===== src/rtl/sig_ctl_pkg.sv =====
// Package: shared phase encoding and lamp codes for the crossing controller.
// Assumes lamp vectors are ordered {red, yellow, green}.
package sig_ctl_pkg;

    localparam int LAMP_W = 3;

    typedef enum logic [1:0] {
        PH_HWY_GO   = 2'd0,
        PH_HWY_WARN = 2'd1,
        PH_FARM_GO  = 2'd2,
        PH_FARM_WARN = 2'd3
    } phase_e;

    localparam logic [LAMP_W-1:0] LAMP_GREEN  = 3'b001;
    localparam logic [LAMP_W-1:0] LAMP_YELLOW = 3'b010;
    localparam logic [LAMP_W-1:0] LAMP_RED    = 3'b100;

endpackage


===== src/rtl/sig_ctl_next.sv =====
// Module: combinational phase-advance rules.
// Greens are bounded by long_done and yellows by short_done. The farm green
// also ends as soon as no car is sensed. Assumes inputs are synchronous to clk.
module sig_ctl_next
    import sig_ctl_pkg::*;
(
    input  phase_e cur,
    input  logic   car,
    input  logic   short_exp,
    input  logic   long_exp,
    output phase_e nxt,
    output logic   advance
);

    // Pick the following phase from the current one and the inputs.
    always_comb begin
        nxt = cur;
        case (cur)
            PH_HWY_GO:    if (long_exp && car)  nxt = PH_HWY_WARN;
            PH_HWY_WARN:  if (short_exp)        nxt = PH_FARM_GO;
            PH_FARM_GO:   if (long_exp || !car) nxt = PH_FARM_WARN;
            PH_FARM_WARN: if (short_exp)        nxt = PH_HWY_GO;
            default:                            nxt = PH_HWY_GO;
        endcase
    end

    // Flag a phase change so the timer can be restarted.
    always_comb advance = (nxt != cur);

endmodule


===== src/rtl/sig_ctl_lamps.sv =====
// Module: lamp decoder for both roads.
// Assumes the phase input comes straight from a register, which keeps the
// lamp outputs free of glitches.
module sig_ctl_lamps
    import sig_ctl_pkg::*;
(
    input  phase_e            ph,
    output logic [LAMP_W-1:0] hwy,
    output logic [LAMP_W-1:0] farm
);

    // Map each phase to one lamp per road.
    always_comb begin
        hwy  = LAMP_RED;
        farm = LAMP_RED;
        case (ph)
            PH_HWY_GO:    hwy  = LAMP_GREEN;
            PH_HWY_WARN:  hwy  = LAMP_YELLOW;
            PH_FARM_GO:   farm = LAMP_GREEN;
            PH_FARM_WARN: farm = LAMP_YELLOW;
            default:      hwy  = LAMP_RED;
        endcase
    end

endmodule


===== src/rtl/sig_ctl.sv =====
// Module: top of the crossing signal controller.
// Holds the registered phase and the timer start strobe. Assumes an external
// interval timer restarts on start_tmr and later pulses short_done/long_done.
module sig_ctl
    import sig_ctl_pkg::*;
(
    input  logic              clk,
    input  logic              rst_n,
    input  logic              car_waiting,
    input  logic              short_done,
    input  logic              long_done,
    output logic [LAMP_W-1:0] hwy_lamp,
    output logic [LAMP_W-1:0] farm_lamp,
    output logic              start_tmr
);

    phase_e phase_q;
    phase_e phase_d;
    logic   advance;

    sig_ctl_next u_next (
        .cur       (phase_q),
        .car       (car_waiting),
        .short_exp (short_done),
        .long_exp  (long_done),
        .nxt       (phase_d),
        .advance   (advance)
    );

    sig_ctl_lamps u_lamps (
        .ph   (phase_q),
        .hwy  (hwy_lamp),
        .farm (farm_lamp)
    );

    // Phase register, cleared to highway green by reset.
    always_ff @(posedge clk) begin
        if (!rst_n) phase_q <= PH_HWY_GO;
        else        phase_q <= phase_d;
    end

    // Timer strobe: held high during reset, else high after each phase change.
    always_ff @(posedge clk) begin
        if (!rst_n) start_tmr <= 1'b1;
        else        start_tmr <= advance;
    end

    // one lamp per road, and at least one road red.
    p_lamps_safe_r7: assert property (@(posedge clk) disable iff (!rst_n)
        ($countones(hwy_lamp) == 1) && ($countones(farm_lamp) == 1)
        && (hwy_lamp[2] || farm_lamp[2]));

    // the highway green holds unless a car waits and the long interval is over.
    p_hwy_hold_r2: assert property (@(posedge clk) disable iff (!rst_n)
        (hwy_lamp == LAMP_GREEN && !(car_waiting && long_done)) |=> (hwy_lamp == LAMP_GREEN));

    // the short pulse in highway yellow hands the green to the farm road.
    p_hwy_yellow_r3: assert property (@(posedge clk) disable iff (!rst_n)
        (hwy_lamp == LAMP_YELLOW && short_done) |=> (farm_lamp == LAMP_GREEN));

    // the farm green ends on the long pulse or when no car is sensed.
    p_farm_exit_r4: assert property (@(posedge clk) disable iff (!rst_n)
        (farm_lamp == LAMP_GREEN && (long_done || !car_waiting)) |=> (farm_lamp == LAMP_YELLOW));

    // the short pulse in farm yellow gives the green back to the highway.
    p_farm_yellow_r5: assert property (@(posedge clk) disable iff (!rst_n)
        (farm_lamp == LAMP_YELLOW && short_done) |=> (hwy_lamp == LAMP_GREEN));

    // any change of the lamps comes with a timer strobe.
    p_strobe_on_change_r6: assert property (@(posedge clk) disable iff (!rst_n)
        ($past(rst_n) && ((hwy_lamp != $past(hwy_lamp)) || (farm_lamp != $past(farm_lamp))))
        |-> start_tmr);

    // a strobe after reset is released only comes with a lamp change.
    p_strobe_only_change_r6: assert property (@(posedge clk) disable iff (!rst_n)
        ($past(rst_n) && start_tmr)
        |-> ((hwy_lamp != $past(hwy_lamp)) || (farm_lamp != $past(farm_lamp))));

    // the reset state is highway green with the strobe raised.
    p_reset_state_r1: assert property (@(posedge clk)
        $past(!rst_n) |-> (hwy_lamp == LAMP_GREEN && farm_lamp == LAMP_RED && start_tmr));

endmodule


===== config.mk =====
export PLATFORM = sky130hd
export DESIGN_NAME = sig_ctl
export DESIGN_NICKNAME = d
export VERILOG_FILES = /design/src/rtl/sig_ctl_pkg.sv /design/src/rtl/sig_ctl_next.sv /design/src/rtl/sig_ctl_lamps.sv /design/src/rtl/sig_ctl.sv
export SDC_FILE = /design/constraint.sdc
export NUM_CORES = 1
export LEC_CHECK = 0
export BUFFER_PORTS_ARGS = -buffer_cell sky130_fd_sc_hd__buf_2
export CORE_AREA = 2 2 39 41
export DETAILED_ROUTE_END_ITERATION = 10
export DIE_AREA = 0 0 41 43
export GPL_ROUTABILITY_DRIVEN = 1
export PLACE_DENSITY = 0.35
export SLEW_MARGIN = 10
export SYNTH_ARGS = -nofsm -noshare
export SYNTH_HDL_FRONTEND = slang
export SYNTH_HIERARCHICAL = 1
export SYNTH_SLANG_ARGS = --single-unit
export TNS_END_PERCENT = 30

===== constraint.sdc =====
create_clock -name clk -period 1.4 [get_ports clk]
set_clock_uncertainty 0.2 [all_clocks]
set_input_delay 0.28 -clock clk [delete_from_list [all_inputs] [get_ports clk]]
set_output_delay 0.28 -clock clk [all_outputs]
set_load 0.01 [all_outputs]

# After elaboration in Yosys (flattened, before gate mapping)
# Index checks and enable logic that the tools add are counted.
# W data, S select, Z words.
# classes
bitwise_logic	0
addsub	0
eq_ne	4
n_mul	0
n_div	0
shift	0
order_cmp	0
n_reduce_logical	4
mux	7
# ops
operator	n
$pmux W3 S2	2
$mux W2	4
$pmux W2 S4	1
$eq A2 B2 Y1 const B	2
$eq A2 B1 Y1 const B	1
$logic_not A2 Y1	1
$ne A2 B2 Y1	1
$logic_and A1 B1 Y1	1
$logic_not A1 Y1	1
$logic_or A1 B1 Y1	1
# word_totals
ramBits	0
mem_bits_ro	0
wordCells	17
regBits	3
output_inout_bits	7
memories	0
latch_bits	0
inputBits	5

# Logic depth before layout (Yosys ltp)
# Gate-level depths: netlist of the first run.
# logic_depth
ltp_word	5
depth_mapped	3
ltp_nobuf	3

# Modules after synthesis
# Netlist of the first run, hierarchy kept.
# modules_own_cells
module	instances	area_per_inst_um2	seq_area_each_um2	cells_per_inst
sig_ctl	1	78.8	60.1	6
sig_ctl_next	1	48.8	0.0	6
sig_ctl_lamps	1	31.3	0.0	6

# Worst setup path after synthesis of the first run
# Ideal clock, no wire load.
# synth_timing
kind	register to output
start	register phase_q[0]
end	output port hwy_lamp[1]
path_slack_ns	0.264
t_required_ns	0.920
arrival_ns	0.656
stages_incl_launch_ff	2
path_buffers	0
path_cell_list	dfxtp_1 -> nor2b_1
# synth_via
elab_chain_cells	2
word_cells_on_any_way	3
cone_classes	eq/ne: 1; mux: 1; reduce/logical: 1
# synth_rtl
element	line	text
start: declaration	sig_ctl.sv:17	phase_e phase_q;
start signal: assignment	sig_ctl.sv:39	else phase_q <= phase_d;
$eq A2 B1 Y1 / $logic_not A2 Y1 (equally long branches)	sig_ctl_lamps.sv:16	case (ph)
$pmux W3 S2 *	sig_ctl_lamps.sv:16	
end: declaration	sig_ctl.sv:12	output logic [LAMP_W-1:0] hwy_lamp,
# Every way passes the cells marked *; elsewhere a longest branch is shown, timed or not.

# Final worst setup path of the first run
# layout_timing
start	register phase_q[0]
end	output port farm_lamp[0]
# layout_via
elab_chain_cells	2
word_cells_on_any_way	3
cone_classes	eq/ne: 2; mux: 1
# layout_rtl
element	line	text
$eq A2 B2 Y1	sig_ctl_lamps.sv:16	
$pmux W3 S2 *	sig_ctl_lamps.sv:16	
end: declaration	sig_ctl.sv:13	output logic [LAMP_W-1:0] farm_lamp,
# Marks and branches as above.

==> summary.md, run 1 <==
Status
- finished clean — outcome

STA
- 185 ps — Least-Margin Pin Slew
- 96.5% — period utilisation layout
- 48.6 ps — Final Worst Setup Slack
- 740 MHz — Max Fclk
- true — setup repair after global routing missed its margin
- 46.4 ps — worst-case hold slack
- 87.3% — Slew Limit Headroom
- 0 — final setup violation count
- 0 — Slew Viols, Final
- 0 ps — setup TNS after final layout
- 1350 ps — minimum clock period after layout
- 0 — Final Hold Fails

Drt
- 1 — detailed router's first-iteration violation count
- 2 — first drt pass iteration count
- 338 um — overall routed net length
- 3.31 — vias per std cell
- 0 — number of routed nets with antenna violations
- 162 — via total after detailed routing
- 0 — DRC violations left
- 6.90 um — routed length per instance

Worst setup path
- phase_q[0]$_SDFF_PN0_ — origin of the worst setup path
- flip-flop to output pin — category of the most critical setup path
- 310 ps — register-to-register setup slack
- and2b_1 > buf_2 — cell breakdown of the critical path
- sky130_fd_sc_hd__dfxtp_2 — slowest stage cell on the critical path
- flip-flops — largest delay contributor family on the critical path
- 1 — crit path buf inv count
- 920 ps — Data required, critical path
- 870 ps — CP Data Arrival Time
- output pin — kind of end point of the critical path
- 4 — worst reg-to-reg path cell count
- phase_q[1]$_SDFF_PN0_ — Reg-to-Reg End
- phase_q[0]$_SDFF_PN0_ — critical register-to-register path startpoint
- 5 — crit path max fanout
- flip-flop — Worst setup SP type
- 340 ps — Largest stage delay, worst path

Power
- 0.224 mV — worst voltage drop across the vdd grid
- 1110 nW/um^2 — Power Density
- 0.000137 uW — leakage

Floorplanning
- 1380 sq um — placeable core area
- 12 — number of top-level design ports
- 41 um — Die X
- 11.5% — initial standard-cell utilization of the core
- 43 um — die height
- 1760 sq um — floorplan die area
- 14 — Cell Rows

Global routing
- 600 um — wire length of the first global-routing pass
- 9 — largest net degree at the start of global routing
- 5.92% — global routing usage summed across all routing layers
- 0 — initial antenna violation count
- 172 — vias in the first global route
- 0 — Congestion Overflow GR

Worst hold path
- input pin to flip-flop — type of the tightest min-delay check
- 2 — Worst Hold Depth
- start_tmr$_SDFF_PN1_ — Hold Crit Endpoint
- rst_n — Hold Path Origin

Layout
- 54.5% — share of cells above drive strength 1
- 0 — ant diodes
- 19.4% — utilization of the core after routing
- 175 — number of fill cells in the layout
- 269 sq um — final standard cell area without fillers
- 39 — final net count
- 69.3% — Area growth, synth to finish

Synth
- 6 — number of warnings printed during yosys synthesis
- sky130_fd_sc_hd__dfxtp_1, sky130_fd_sc_hd__mux2i_1, sky130_fd_sc_hd__and2_1 — top area cells in the synthesized netlist
- 18 — Mapped Cells
- sky130_fd_sc_hd__dfxtp_1 — library cell with the largest summed area after synthesis
- 23 — Syn Nets
- 11 — Unique masters post-synth
- 37.8% — sequential cell area fraction in the yosys report
- 3 — register bit count reported by yosys
- 8.83 sq um — average cell area after synthesis
- 37.8% — share of the synthesized area in the top cell type
- 159 sq um — combined area of all synthesized cells

Job
- 0 — max-capacitance violation count

Clock tree
- sky130_fd_sc_hd__clkbuf_4 — buffer type at the clock tree root
- 2 — number of buffers on the longest clock path
- built — clock tree from TritonCTS
- 230 ps — clock insertion delay at the later pin of the skew report
- 40 ps — clock-pin transition on the worst setup and hold timing paths
- 3 — total CTS buffers
- 3 — total clock sinks
- 0 — number of buffers added to fix hold violations after cts
- 1 — Max H-tree Level
- 0 — post-CTS setup repair buffer count

Placed design
- 0.615 — final weighted congestion in routability-driven placement
- 11 — Port Buffers
- 210 ps — post-place setup slack
- 238 sq um — instance area after placement

## stage by stage
stage               total power, uW  std cells
finish                          298         49
global route                    327         49
CTS                             310         49
detailed placement              154         45
global placement                153         45
floorplan                       128         18
## flip-flops by register name (all words and copies together) (netlist names)
register,cells
start_tmr,1
phase_q,2
## synth_stat cells, drive strengths merged
cell type,number
and2,3
and2b,1
clkbuf,1
dfxtp,3
inv,2
mux2i,3
nand2,1
nand2b,1
nor2,1
nor2b,1
xnor2,1
## layout make-up
class	instances	area [sq um]	share of cell area, %
multi-input cells	12	87.6	32.6
flip-flops and latches	3	65.1	24.2
well taps	16	20.0	7.44
clock buffers	4	26.3	9.77
inverters	2	7.51	2.79
repair buffers	12	62.6	23.3
## per-layer routing
metal	GRT usage, %	share of wire, %	vias up
met2	8.44	55	7
li1	-	-	83
met1	3.53	34	72
met5	0	0	-
met4	8.00	0	0
met3	4.71	10	0
## report_power, final
group          leakage [uW]  total [uW]  internal (uW)  switching (uW)
registers         0.0000259        98.2           92.4            5.77
clock network     0.0000150         147            107            40.8
logic             0.0000957        52.4           28.9            23.5
## kinds of logic after synthesis
family | after synthesis | synth area share [%]
AND/OR/NAND/NOR | 8 | 30.7
multiplexers | 3 | 18.9
flip-flops | 3 | 37.8
buffers and inverters | 3 | 7.09
XOR/XNOR | 1 | 5.51
## how the worst max path moves through the flow
stage               slack, ps  cells after the start            to
finish                     50                      2  farm_lamp[0]
global route              -10                      2  farm_lamp[0]
CTS                        30                      2  farm_lamp[0]
detailed placement        210                      2  farm_lamp[1]
global placement          230                      2  farm_lamp[1]
floorplan                 260                      1   hwy_lamp[1]
## layout by cell type, fill, tap and decap left out, drive strengths merged
| master | instances |
|---|---|
| buf | 12 |
| xnor2 | 1 |
| dfxtp | 3 |
| nor2 | 1 |
| nand2 | 1 |
| nand2b | 1 |
| mux2i | 3 |
| and2 | 3 |
| nor2b | 1 |
| and2b | 1 |
| inv | 2 |
| clkbuf | 4 |
## repair_timing
action,in CTS,in global routing
gates resized for setup,2,1
gates cloned,0,0
setup endpoints to repair,2,2
Note: power is estimated with default switching activity, not from simulation.
==> inputs of run 2 (changes only) <==
Settings changed: PLACE_DENSITY 0.35 to 0.38.
==> run 2 against run 1 <==
Compared with the run above: design area unchanged; clock-buffer cell count stayed put; via count shrank 3.7%; largest power group unchanged.
==> summary.md, run 2 (same netlist as run 1, synthesis figures left out) <==
Status
- finished clean — outcome, unchanged

Layout
- phase_q — register with the highest flop count, unchanged
- 69.3% — Area growth, synth to finish, unchanged
- 19.4% — utilization of the core after routing, unchanged
- sky130_fd_sc_hd__buf_2, sky130_fd_sc_hd__and2_1, sky130_fd_sc_hd__clkbuf_4, sky130_fd_sc_hd__mux2i_1, sky130_fd_sc_hd__inv_1 — highest-count cells in the layout ignoring fill and taps, unchanged
- 157 — number of fill cells in the layout, was 175
- 39 — final net count, unchanged
- phase_q (2), start_tmr (1) — largest registers, unchanged
- sky130_fd_sc_hd__buf_2 — commonest non-fill, non-tap cell in the layout, unchanged
- 2 — max FFs per register, unchanged
- 0 — ant diodes, unchanged
- 269 sq um — final standard cell area without fillers, unchanged
- 49 — post-route insts no fill, unchanged
- 54.5% — share of cells above drive strength 1, unchanged

Worst setup path
- output pin — kind of end point of the critical path, unchanged
- 5 — crit path max fanout, unchanged
- 4 — worst reg-to-reg path cell count, unchanged
- 920 ps — Data required, critical path, about the same
- flip-flop — Worst setup SP type, unchanged
- flip-flop to output pin — category of the most critical setup path, unchanged
- 870 ps — CP Data Arrival Time, about the same

Drt
- 0 — DRC violations left, unchanged
- 156 — via total after detailed routing, was 162
- 0 — number of routed nets with antenna violations, unchanged
- 3.18 — vias per std cell, was 3.31
- 6.84 um — routed length per instance, was 6.90 um
- 0 — detailed router's first-iteration violation count, was 1
- 335 um — overall routed net length, was 338 um
- 1 — first drt pass iteration count, was 2

Worst hold path
- input pin to flip-flop — type of the tightest min-delay check, unchanged
- 2 — Worst Hold Depth, unchanged

Global routing
- 149 — vias in the first global route, was 172
- 0 — initial antenna violation count, unchanged
- 0 — Congestion Overflow GR, unchanged
- 5.31% — global routing usage summed across all routing layers, was 5.92%
- 9 — largest net degree at the start of global routing, unchanged
- 538 um — wire length of the first global-routing pass, was 600 um

Job
- 0 — max-capacitance violation count, unchanged

Power
- 1120 nW/um^2 — Power Density, was 1110 nW/um^2
- 24.1% — switch share, was 23.5%
- 50.1% — share of total power in the clock network, was 49.4%
- 228 uW — Internal Dissipation, about the same
- 17.1% — combinational fraction of design power, was 17.6%
- 72.4 uW — Psw, was 70.1 uW
- 32.7% — power share of the sequential group, was 33.0%
- 0.000137 uW — leakage, unchanged
- 0.401 mV — worst voltage drop across the vdd grid, was 0.224 mV

Placed design
- 0.524 — final weighted congestion in routability-driven placement, was 0.615
- 238 sq um — instance area after placement, unchanged
- 45 — placed cell count, unchanged
- 11 — Port Buffers, unchanged

Floorplanning
- 1760 sq um — floorplan die area, unchanged
- 11.5% — initial standard-cell utilization of the core, unchanged
- 43 um — die height, unchanged
- 1380 sq um — placeable core area, unchanged
- 14 — Cell Rows, unchanged
- 12 — number of top-level design ports, unchanged
- 41 um — Die X, unchanged

Clock tree
- 3 — total CTS buffers, unchanged
- 230 ps — clock insertion delay at the later pin of the skew report, about the same
- 1 — Max H-tree Level, unchanged
- 0 — post-CTS setup repair buffer count, unchanged
- sky130_fd_sc_hd__clkbuf_4 — buffer type at the clock tree root, unchanged
- built — clock tree from TritonCTS, unchanged
- 2 — number of buffers on the longest clock path, unchanged
- 40 ps — clock-pin transition on the worst setup and hold timing paths, about the same
- 3 — total clock sinks, unchanged

STA
- 87.3% — Slew Limit Headroom, about the same
- 739 MHz — Max Fclk, was 740 MHz
- true — setup repair after global routing missed its margin, unchanged
- 185 ps — Least-Margin Pin Slew, about the same
- 0 — Slew Viols, Final, unchanged
- 0 ps — setup TNS after final layout, unchanged
- 96.7% — period utilisation layout, was 96.5%
- 0 — Final Hold Fails, unchanged
- 0 — final setup violation count, unchanged
- 1350 ps — minimum clock period after layout, about the same

## run 2: repair_timing
item / 4_1_cts / 5_1_grt
setup endpoints to repair: 2 / 2
hold buffers: 0 / 0
cloned: 0 / 0
pin swaps: 0 / 0
resized for setup: 2 / 1
## run 2: cell type report
class / instances / area [sq um] / share of cell area (%)
tap: 16 / 20.0 / 7.44
timing repair buffer: 12 / 62.6 / 23.3
sequential: 3 / 65.1 / 24.2
multi-input combinational: 12 / 87.6 / 32.6
clock buffer: 4 / 26.3 / 9.77
inverter: 2 / 7.51 / 2.79
## run 2: worst paths after layout
kind | start | endpoint | slack, ps
min | rst_n | start_tmr$_SDFF_PN1_ | 40
max | phase_q[0]$_SDFF_PN0_ | farm_lamp[0] | 50
min reg2reg | phase_q[1]$_SDFF_PN0_ | phase_q[1]$_SDFF_PN0_ | 420
max reg2reg | phase_q[0]$_SDFF_PN0_ | phase_q[1]$_SDFF_PN0_ | 320
## run 2: routing by layer
metal	part of all wire (%)	vias up	track usage [%]
met2	47	10	7.19
met4	0	0	4.00
met5	0	-	0
met3	7.5	0	6.28
li1	-	83	-
met1	46	63	3.83
## run 2: metrics by stage
step / hold WS (ps) / power (uW) / worst slack (ps)
2_1_floorplan: 153 / 128 / 264
3_3_place_gp: 282 / 153 / 199
3_5_place_dp: 281 / 153 / 188
4_1_cts: 30.8 / 313 / 23.8
5_1_grt: 42.0 / 328 / -10.7
6_report: 35.0 / 300 / 46.7
## run 2: critical path, cell delays in order, from the launching register on
cell and delay (ps):
sky130_fd_sc_hd__dfxtp_2 340, sky130_fd_sc_hd__and2b_1 170, sky130_fd_sc_hd__buf_2 130
## run 2: power groups by stage
stage / Clock, uW / Sequential, uW / Combinational [uW]
6_report: 151 / 98.3 / 51.4
2_1_floorplan: 0 / 102 / 26.2
4_1_cts: 160 / 99.8 / 52.6
5_1_grt: 170 / 99.4 / 59.2
3_5_place_dp: 0 / 100 / 52.4
3_3_place_gp: 0 / 100 / 53.1
==> inputs of run 3 (changes only) <==
Settings changed: BUFFER_PORTS_ARGS -buffer_cell sky130_fd_sc_hd__buf_2 to -buffer_cell sky130_fd_sc_hd__buf_4.
Clock period 1.4 ns to 1.35 ns, I/O delays scaled along.
==> run 3 against run 2 <==
Compared with the run above: the run now ends with negative setup slack left; non-clock buffer count did not move; critical path type unchanged; clock-buffer cell count did not move; largest power group unchanged; final cell count did not move; largest cell class is now non-clock buffers.
==> summary.md, run 3 (same netlist as run 1, synthesis figures left out) <==
Worst hold path
- 2 — Worst Hold Depth, unchanged
- input pin to flip-flop — type of the tightest min-delay check, unchanged

Clock tree
- 3 — total CTS buffers, unchanged
- built — clock tree from TritonCTS, unchanged
- 3 — total clock sinks, unchanged
- 40 ps — clock-pin transition on the worst setup and hold timing paths, about the same
- 2 — number of buffers on the longest clock path, unchanged
- 230 ps — clock insertion delay at the later pin of the skew report, about the same
- 0 — post-CTS setup repair buffer count, unchanged
- 1 — Max H-tree Level, unchanged
- sky130_fd_sc_hd__clkbuf_4 — buffer type at the clock tree root, unchanged

Worst setup path
- 5 — crit path max fanout, unchanged
- flip-flop to output pin — category of the most critical setup path, unchanged
- 880 ps — Data required, critical path, was 920 ps
- 3 — worst reg-to-reg path cell count, was 4
- output pin — kind of end point of the critical path, unchanged
- flip-flop — Worst setup SP type, unchanged
- 880 ps — CP Data Arrival Time, was 870 ps

Layout
- sky130_fd_sc_hd__buf_4, sky130_fd_sc_hd__and2_1, sky130_fd_sc_hd__clkbuf_4, sky130_fd_sc_hd__mux2i_1, sky130_fd_sc_hd__inv_1 — highest-count cells in the layout ignoring fill and taps, was sky130_fd_sc_hd__buf_2, sky130_fd_sc_hd__and2_1, sky130_fd_sc_hd__clkbuf_4, sky130_fd_sc_hd__mux2i_1, sky130_fd_sc_hd__inv_1
- sky130_fd_sc_hd__buf_4 — commonest non-fill, non-tap cell in the layout, was sky130_fd_sc_hd__buf_2
- 21.7% — utilization of the core after routing, was 19.4%
- 0 — ant diodes, unchanged
- 39 — final net count, unchanged
- phase_q — register with the highest flop count, unchanged
- 2 — max FFs per register, unchanged
- 89.0% — Area growth, synth to finish, was 69.3%
- 300 sq um — final standard cell area without fillers, was 269 sq um
- 54.5% — share of cells above drive strength 1, unchanged
- phase_q (2), start_tmr (1) — largest registers, unchanged

Global routing
- 4.49% — met1 Usage GRT, was 3.83%
- 0 — Congestion Overflow GR, unchanged
- 9 — largest net degree at the start of global routing, unchanged
- 7.19% — global-route met2 utilization, unchanged
- 524 um — wire length of the first global-routing pass, was 538 um
- met2 — busiest layer in global routing, unchanged
- 140 — vias in the first global route, was 149
- 1.57% — met3 track demand over resource in global routing, was 6.28%
- 4.91% — global routing usage summed across all routing layers, was 5.31%
- 0 — initial antenna violation count, unchanged

Drt
- 0 — number of routed nets with antenna violations, unchanged
- 6.88 um — routed length per instance, was 6.84 um
- 337 um — overall routed net length, was 335 um
- 0 — DRC violations left, unchanged
- 166 — via total after detailed routing, was 156
- 3 — detailed router's first-iteration violation count, was 0
- 3.39 — vias per std cell, was 3.18
- 3 — first drt pass iteration count, was 1

STA
- 100% — period utilisation layout
- 0 — Final Hold Fails, unchanged
- 739 MHz — Max Fclk
- 208 ps — Least-Margin Pin Slew, was 185 ps
- 1350 ps — minimum clock period after layout
- -2.99 ps — Final Worst Setup Slack, was 46.7 ps
- 85.7% — Slew Limit Headroom, was 87.3%
- 18.0 ps — worst-case hold slack, was 35.0 ps
- true — setup repair after global routing missed its margin, unchanged
- 0 — Slew Viols, Final, unchanged
- 1 — final setup violation count, was 0

Floorplanning
- 14 — Cell Rows, unchanged
- 12 — number of top-level design ports, unchanged
- 41 um — Die X, unchanged
- 1380 sq um — placeable core area, unchanged
- 1760 sq um — floorplan die area, unchanged
- 11.5% — initial standard-cell utilization of the core, unchanged
- 43 um — die height, unchanged

Power
- 48.1% — share of total power in the clock network, was 50.1%
- 1080 nW/um^2 — Power Density, was 1120 nW/um^2
- 0.352 mV — worst voltage drop across the vdd grid, was 0.401 mV
- 77.5 uW — Psw, was 72.4 uW
- 325 uW — post-layout power, was 300 uW
- 248 uW — Internal Dissipation, was 228 uW
- 31.4% — power share of the sequential group, was 32.7%
- 20.5% — combinational fraction of design power, was 17.1%
- 23.8% — switch share, was 24.1%
- 0.000145 uW — leakage, was 0.000137 uW

Placed design
- 0.705 — final weighted congestion in routability-driven placement, was 0.524
- 163 ps — post-place setup slack, was 188 ps
- 265 sq um — instance area after placement, was 238 sq um
- 279 um — HPWL Detailed
- 11 — Port Buffers, unchanged

Job
- 0 — max-capacitance violation count, unchanged

Status
- negative setup slack — failing checks
- complete, but fails checks — outcome, was finished clean

[run 3: routing by layer]
metal / up-vias / share of wire, %
li1: 83 / -
met5: - / 0
met3: 2 / 11
met2: 10 / 45
met4: 0 / 5.6
met1: 71 / 39
[run 3: power groups by stage]
stage / clock [uW] / sequential [uW] / combinational, uW
6_report: 157 / 102 / 66.6
5_1_grt: 177 / 103 / 73.8
2_1_floorplan: 0 / 106 / 27.2
3_5_place_dp: 0 / 104 / 66.3
4_1_cts: 165 / 102 / 67.8
3_3_place_gp: 0 / 103 / 66.9
[run 3: worst max-delay path, stage by stage, from the launching register on]
cell and delay (ps):
sky130_fd_sc_hd__dfxtp_2 350, sky130_fd_sc_hd__and2b_1 190, sky130_fd_sc_hd__buf_6 110
[run 3: final timing paths]
kind,slack (ps),end,from
max,-3,farm_lamp[0],phase_q[0]$_SDFF_PN0_
max reg2reg,250,start_tmr$_SDFF_PN1_,phase_q[1]$_SDFF_PN0_
min reg2reg,420,phase_q[1]$_SDFF_PN0_,phase_q[1]$_SDFF_PN0_
min,20,start_tmr$_SDFF_PN1_,rst_n
[run 3: per-stage QoR]
| stage | TNS [ps] | std cells |
|---|---|---|
| after floorplan | 0 | 18 |
| after global placement | 0 | 45 |
| after detailed placement | 0 | 45 |
| after CTS | -15.7 | 49 |
| after global routing | -93.3 | 49 |
| final | -2.99 | 49 |
[run 3: layout make-up]
type                       count  area, sq um
inverter                       2         7.51
clock buffer                   4         26.3
tap                           16         20.0
sequential                     3         65.1
timing repair buffer          12         93.8
fill                         155         1080
multi-input combinational     12         87.6
[run 3: repair_timing]
action,4_1_cts,5_1_grt
gates resized for setup,4,0
setup endpoints to repair,5,3
hold buffers,0,0
